### src/rtl/sfifo_pkg.sv
package sfifo_pkg;
  // Strobes from control to datapath
  typedef struct packed {
    logic wrEn;   // accepted filler write
    logic rdEn;   // fetch the next tail word into the output register
  } sfifoStrobes_t;
endpackage

### src/rtl/sfifo_srcgen.sv
module sfifo_srcgen #(
  parameter int SAW = 32
) (
  input  logic           clk,
  input  logic           rstN,
  input  logic           loadEn,
  input  logic [SAW-1:0] loadAddr,
  input  logic [SAW-1:0] stride,
  input  logic           stepEn,
  output logic [SAW-1:0] srcAddr
);
  always_ff @(posedge clk) begin
    if (!rstN)        srcAddr <= '0;
    else if (loadEn)  srcAddr <= loadAddr;
    else if (stepEn)  srcAddr <= srcAddr + stride;
  end
endmodule

### src/rtl/sfifo_ctrl.sv
module sfifo_ctrl
  import sfifo_pkg::*;
#(
  parameter int DEPTH = 16,
  localparam int AW = $clog2(DEPTH),
  localparam int PW = AW + 1
) (
  input  logic          clk,
  input  logic          rstN,
  input  logic          fillWrEn,
  input  logic [AW-1:0] fillWrOfs,
  input  logic          headAdvEn,
  input  logic [PW-1:0] headAdvCount,
  input  logic          appPop,
  output sfifoStrobes_t strb,
  output logic [AW-1:0] wrAddr,
  output logic [AW-1:0] rdAddr,
  output logic          outValid,
  output logic [PW-1:0] freeSpace,
  output logic          overflowErr
);
  localparam logic [PW-1:0] FULL = PW'(DEPTH);

  logic [PW-1:0] headQ, tailQ, usedCnt, rdPtr;
  logic advOk, advBad, popOk, rdAvail;

  // Pointers carry one lap bit, so full and empty stay distinct
  assign usedCnt   = headQ - tailQ;
  assign freeSpace = FULL - usedCnt;

  // Filler side
  assign strb.wrEn = fillWrEn && ({1'b0, fillWrOfs} < freeSpace);
  assign wrAddr    = headQ[AW-1:0] + fillWrOfs;
  assign advOk     = headAdvEn && (headAdvCount <= freeSpace);
  assign advBad    = headAdvEn && !advOk;

  // Consumer side: the output register holds the word at tailQ
  assign popOk     = appPop && outValid;
  assign rdPtr     = tailQ + {{AW{1'b0}}, outValid};
  assign rdAvail   = rdPtr != headQ;
  assign strb.rdEn = rdAvail && (!outValid || appPop);
  assign rdAddr    = rdPtr[AW-1:0];

  always_ff @(posedge clk) begin
    if (!rstN) begin
      headQ       <= '0;
      tailQ       <= '0;
      outValid    <= 1'b0;
      overflowErr <= 1'b0;
    end else begin
      if (advOk) headQ <= headQ + headAdvCount;
      if (popOk) tailQ <= tailQ + PW'(1);
      if (strb.rdEn)  outValid <= 1'b1;
      else if (popOk) outValid <= 1'b0;
      if (advBad) overflowErr <= 1'b1;
    end
  end
endmodule

### src/rtl/sfifo_dpath.sv
module sfifo_dpath
  import sfifo_pkg::*;
#(
  parameter int DEPTH = 16,
  parameter int WIDTH = 32,
  localparam int AW = $clog2(DEPTH)
) (
  input  logic             clk,
  input  logic             rstN,
  input  sfifoStrobes_t    strb,
  input  logic [AW-1:0]    wrAddr,
  input  logic [WIDTH-1:0] wrData,
  input  logic [AW-1:0]    rdAddr,
  output logic [WIDTH-1:0] outData
);
  logic [WIDTH-1:0] mem [DEPTH];

  // Writes only reach the free region, so they never alias a fetch
  always_ff @(posedge clk) begin
    if (strb.wrEn) mem[wrAddr] <= wrData;
  end

  // One-cycle SRAM read lands directly in the output register
  always_ff @(posedge clk) begin
    if (!rstN)          outData <= '0;
    else if (strb.rdEn) outData <= mem[rdAddr];
  end
endmodule

### src/rtl/sw_fill_fifo.sv
module sw_fill_fifo
  import sfifo_pkg::*;
#(
  parameter int DEPTH = 16,
  parameter int WIDTH = 32,
  parameter int SAW   = 32,
  localparam int AW = $clog2(DEPTH),
  localparam int PW = AW + 1
) (
  input  logic             clk,
  input  logic             rstN,
  input  logic             fillWrEn,
  input  logic [AW-1:0]    fillWrOfs,
  input  logic [WIDTH-1:0] fillWrData,
  input  logic             headAdvEn,
  input  logic [PW-1:0]    headAdvCount,
  output logic [PW-1:0]    freeSpace,
  output logic             overflowErr,
  input  logic             srcLoadEn,
  input  logic [SAW-1:0]   srcLoadAddr,
  input  logic [SAW-1:0]   srcStride,
  output logic [SAW-1:0]   srcAddr,
  output logic             appNotEmpty,
  output logic [WIDTH-1:0] appData,
  input  logic             appPop
);
  sfifoStrobes_t strb;
  logic [AW-1:0] wrAddr, rdAddr;

  sfifo_ctrl #(.DEPTH(DEPTH)) uCtrl (
    .clk(clk), .rstN(rstN),
    .fillWrEn(fillWrEn), .fillWrOfs(fillWrOfs),
    .headAdvEn(headAdvEn), .headAdvCount(headAdvCount),
    .appPop(appPop), .strb(strb),
    .wrAddr(wrAddr), .rdAddr(rdAddr),
    .outValid(appNotEmpty), .freeSpace(freeSpace),
    .overflowErr(overflowErr)
  );

  sfifo_dpath #(.DEPTH(DEPTH), .WIDTH(WIDTH)) uDpath (
    .clk(clk), .rstN(rstN), .strb(strb),
    .wrAddr(wrAddr), .wrData(fillWrData),
    .rdAddr(rdAddr), .outData(appData)
  );

  sfifo_srcgen #(.SAW(SAW)) uSrc (
    .clk(clk), .rstN(rstN),
    .loadEn(srcLoadEn), .loadAddr(srcLoadAddr),
    .stride(srcStride), .stepEn(strb.wrEn),
    .srcAddr(srcAddr)
  );
endmodule

### config.mk
export PLATFORM = sky130hd
export DESIGN_NAME = sw_fill_fifo
export DESIGN_NICKNAME = d
export VERILOG_FILES = /design/src/rtl/sfifo_pkg.sv /design/src/rtl/sfifo_srcgen.sv /design/src/rtl/sfifo_ctrl.sv /design/src/rtl/sfifo_dpath.sv /design/src/rtl/sw_fill_fifo.sv
export SDC_FILE = /design/constraint.sdc
export NUM_CORES = 1
export LEC_CHECK = 0
export ABC_CLOCK_PERIOD_IN_PS = 9500
export BUFFER_PORTS_ARGS = -buffer_cell sky130_fd_sc_hd__buf_2
export CAP_MARGIN = 20
export CORE_MARGIN = 5
export CORE_UTILIZATION = 65
export DETAILED_ROUTE_END_ITERATION = 7
export PLACE_DENSITY_LB_ADDON = 0.2
export RECOVER_POWER = 25
export SLEW_MARGIN = 40
export SYNTH_ARGS = -nofsm -noshare
export SYNTH_HDL_FRONTEND = slang
export SYNTH_SLANG_ARGS = --single-unit
### constraint.sdc
create_clock -name clk -period 9.5 [get_ports clk]
set_input_delay 1.9 -clock clk [delete_from_list [all_inputs] [get_ports clk]]
set_output_delay 1.9 -clock clk [all_outputs]
set_load 0.005 [all_outputs]
==> impl_metrics.csv <==
group,metric,value,unit
logic_synthesis,avgSynthCellArea,18.1,sq um
worst_hold_path,hp-start,"uDpath.outData[4]",
global_route,overflow,0,
routing,drt_iter0_markers,1328,
floorplan,start_util,0.658,
placement,io_buffers,181,
floorplan,io_pins,182,
power,powerDensity,312,nW/um^2
sta,rsz0062_at_grt,"no",
floorplan,chipHeight,205,um
logic_synthesis,synth.distinct_cells,61,
sta,setup_viol,0,
global_route,grt_pass1_vias,14166,
worst_hold_path,worstHoldEndpoint,"uDpath.outData[4]",
routing,vias,13860,
worst_hold_path,hold_class,"reg -> reg",
placement,place.gp.congestion,0.928,
sta,worst_pin_slew,0.755,ns
routing,detail-route-antenna-nets,0,
routing,wl_per_cell,28.2,um
routing,dr.pass1.iters,5,
sta,whs,0.509,ns
final_layout,final_layout_size_suffix_gt1_frac,0.291,
worst_setup_path,crit_path_start_kind,"flip-flop",
worst_setup_path,r2r_start,"uCtrl.headQ[1]",
global_route,grt_start_max_net_pins,79,
power,peakVddDrop,0.210,mV
cts,post_cts_buffers,0,
final_layout,fillCellCount,2132,
logic_synthesis,syn_nets,1538,
logic_synthesis,syn_area,24800,sq um
worst_setup_path,setup.worst_path.end_class,"flip-flop",
logic_synthesis,synth_warnings,0,
outcome,status,"finished clean",
sta,fin_tns_setup,0,ns
cts,htreeDepth,2,
worst_setup_path,arrival,5.09,ns
worst_setup_path,r2r_slack,4.73,ns
power,p_sw,2.79,mW
final_layout,nets,1748,
power,p_int,6.14,mW
sta,min_period,4.77,ns
worst_setup_path,r2r_cells,13,
cts,cts_buffer_depth,3,
power,seqPwrFrac,0.394,
logic_synthesis,async_flop_share,0,
routing,drc,0,
floorplan,die_area,42100,sq um
sta,final_hold_viol_count,0,
power,comb_power_share,0.341,
global_route,antenna_found_initial,2,
sta,skew,0.0132,ns
power,p_clk_frac,0.265,
sta,finalCritPeriodShare,0.502,
cts,root_buffer,"clkbuf_16",
logic_synthesis,yosysSeqAreaShare,0.682,
run,cap_violations,0,
sta,relSlewSlack,0.496,
worst_setup_path,crit_path_max_fanout,17,
worst_hold_path,hold_depth,2,
floorplan,coreArea,37700,sq um
cts,cts_tree,"done",
routing,wl,60200,um
worst_setup_path,required,9.81,ns
logic_synthesis,synth-edff-count,512,
logic_synthesis,yosys_register_bits,588,
global_route,grt_usage,0.291,
sta,slew_viol_final,0,
floorplan,rows,71,
worst_setup_path,critPathKind,"reg -> reg",
global_route,grt_pass1_wl,89800,um
final_layout,post-route-util,0.760,
worst_setup_path,r2r_end,"uDpath.mem[1][15]",
cts,cts-resized-gates,0,
cts,clock-sinks,588,
cts,path_clk_slew,0.06,ns
sta,fmax,210,MHz
power,switching_share,0.312,
logic_synthesis,syn_inst,1368,
cts,holdBufCountCts,0,
floorplan,die_w,205,um
final_layout,areaGrowthSynthToFinish,15.6,%
cts,insertion_delay,0.62,ns
logic_synthesis,synth_ff_type,"edfxtp_1",
cts,numCtsBuffers,56,
placement,hpwl,34700,um
routing,via_per_inst,6.49,
power,p_leak,10.1,nW
power by group through the flow:
stage / logic [mW] / registers [mW] / clock network (mW)
after CTS: 3.08 / 3.52 / 2.39
final: 3.05 / 3.52 / 2.36
after detailed placement: 3.02 / 3.54 / 0
after global routing: 3.27 / 3.55 / 2.52
after global placement: 2.89 / 3.50 / 0
after floorplan: 2.15 / 3.49 / 0
worst max-delay path by stage:
stage	from	end	slack [ns]	cells after the start
floorplan	fillWrOfs[1]	uDpath.mem[4][0]	3.47	9
global placement	fillWrOfs[1]	uDpath.mem[6][19]	4.19	9
detailed placement	fillWrOfs[1]	uDpath.mem[1][0]	4.31	10
CTS	uCtrl.headQ[1]	uDpath.mem[1][15]	4.72	13
global route	uCtrl.headQ[1]	uDpath.mem[1][16]	4.61	13
finish	uCtrl.headQ[1]	uDpath.mem[1][15]	4.73	13
synth_stat cells, types with 5 or more instances:
cell / number / share of area
a21oi_1: 44 / 0.0089
nor2_1: 35 / 0.0053
inv_1: 19 / 0.0029
dfxtp_1: 76 / 0.061
o211ai_1: 13 / 0.0039
nor3_1: 9 / 0.0018
and2_1: 12 / 0.0030
o21a_1: 9 / 0.0027
buf_4: 5 / 0.0015
mux2i_1: 41 / 0.017
nand2_1: 58 / 0.0088
a31oi_1: 8 / 0.0020
o21ai_0: 41 / 0.0083
nand3_1: 16 / 0.0032
a211oi_1: 9 / 0.0027
xnor2_1: 25 / 0.0088
o211a_1: 12 / 0.0048
edfxtp_1: 512 / 0.62
xor2_1: 19 / 0.0067
clkbuf_1: 35 / 0.0053
buf_2: 19 / 0.0038
and3_1: 10 / 0.0025
a21o_1: 20 / 0.0061
nor2b_1: 43 / 0.011
nand2b_1: 5 / 0.0013
ha_1: 55 / 0.028
mux4_2: 160 / 0.15
metrics by stage:
stage               power [mW]  std cells  setup WS (ns)  cell area, sq um
floorplan                 5.64       1368           3.47             24800
global placement          6.39       2012           4.19             26300
detailed placement        6.56       2031           4.31             26700
CTS                       8.98       2135           4.72             28600
global route              9.34       2136           4.61             28600
finish                    8.93       2136           4.73             28600
cell families after synthesis:
| family | Yosys count | share of synthesized area |
|---|---|---|
| flip-flops | 588 | 0.682 |
| multiplexers | 202 | 0.162 |
| AND/OR/NAND/NOR | 199 | 0.0403 |
| AO/OA/AOI/OAI | 188 | 0.0515 |
| buffers and inverters | 85 | 0.0154 |
| adder cells (fa/ha/maj) | 60 | 0.0314 |
| XOR/XNOR | 46 | 0.0169 |
metal layers:
metal,part of all wire,vias to the layer above,GRT usage
met5,0.00033,-,0
met4,0.027,2,0.0770
met3,0.079,116,0.0517
met2,0.51,724,0.497
met1,0.38,7079,0.395
li1,-,5939,-
state kept, by name, indices dropped and copies added (netlist names):
register and cells:
uCtrl.overflowErr 1, uCtrl.tailQ 5, uCtrl.headQ 5, uDpath.mem 512, uSrc.srcAddr 32, uDpath.outData 32
uCtrl.outValid 1
final cells by class:
class                   instances  area [sq um]  area share
multi-input cells             695          7670       0.268
clock inverters                34           453      0.0158
diodes                          1          2.50   0.0000874
flip-flops and latches        588         16900       0.590
repair buffers                217          1410      0.0492
well taps                     511           639      0.0223
clock buffers                  70          1500      0.0522
inverters                      20          75.1     0.00262
placed cells by master, fill, tap and decap left out, types with 18 or more instances in the layout:
master / count
a21o_1: 20
a21oi_1: 44
buf_2: 160
clkbuf_1: 32
clkbuf_16: 57
dfxtp_1: 76
edfxtp_1: 512
ha_1: 53
inv_1: 19
mux2i_1: 41
mux4_2: 160
nand2_1: 58
nor2_1: 23
nor2b_1: 43
o21ai_0: 41
xnor2_1: 25
xor2_1: 18
worst max-delay path: stages (launching register included):
cell and delay (ns):
dfxtp_1 0.49, inv_1 0.15, ha_1 0.30, ha_1 0.22, fa_1 0.55, inv_1 0.07
ha_1 0.27, o21a_1 0.11, o21ai_0 0.37, a22o_1 0.56, and2_1 0.26, nand2_1 0.25
nor2_4 0.57, buf_8 0.28
No activity file was read; power rests on OpenSTA's default activity.
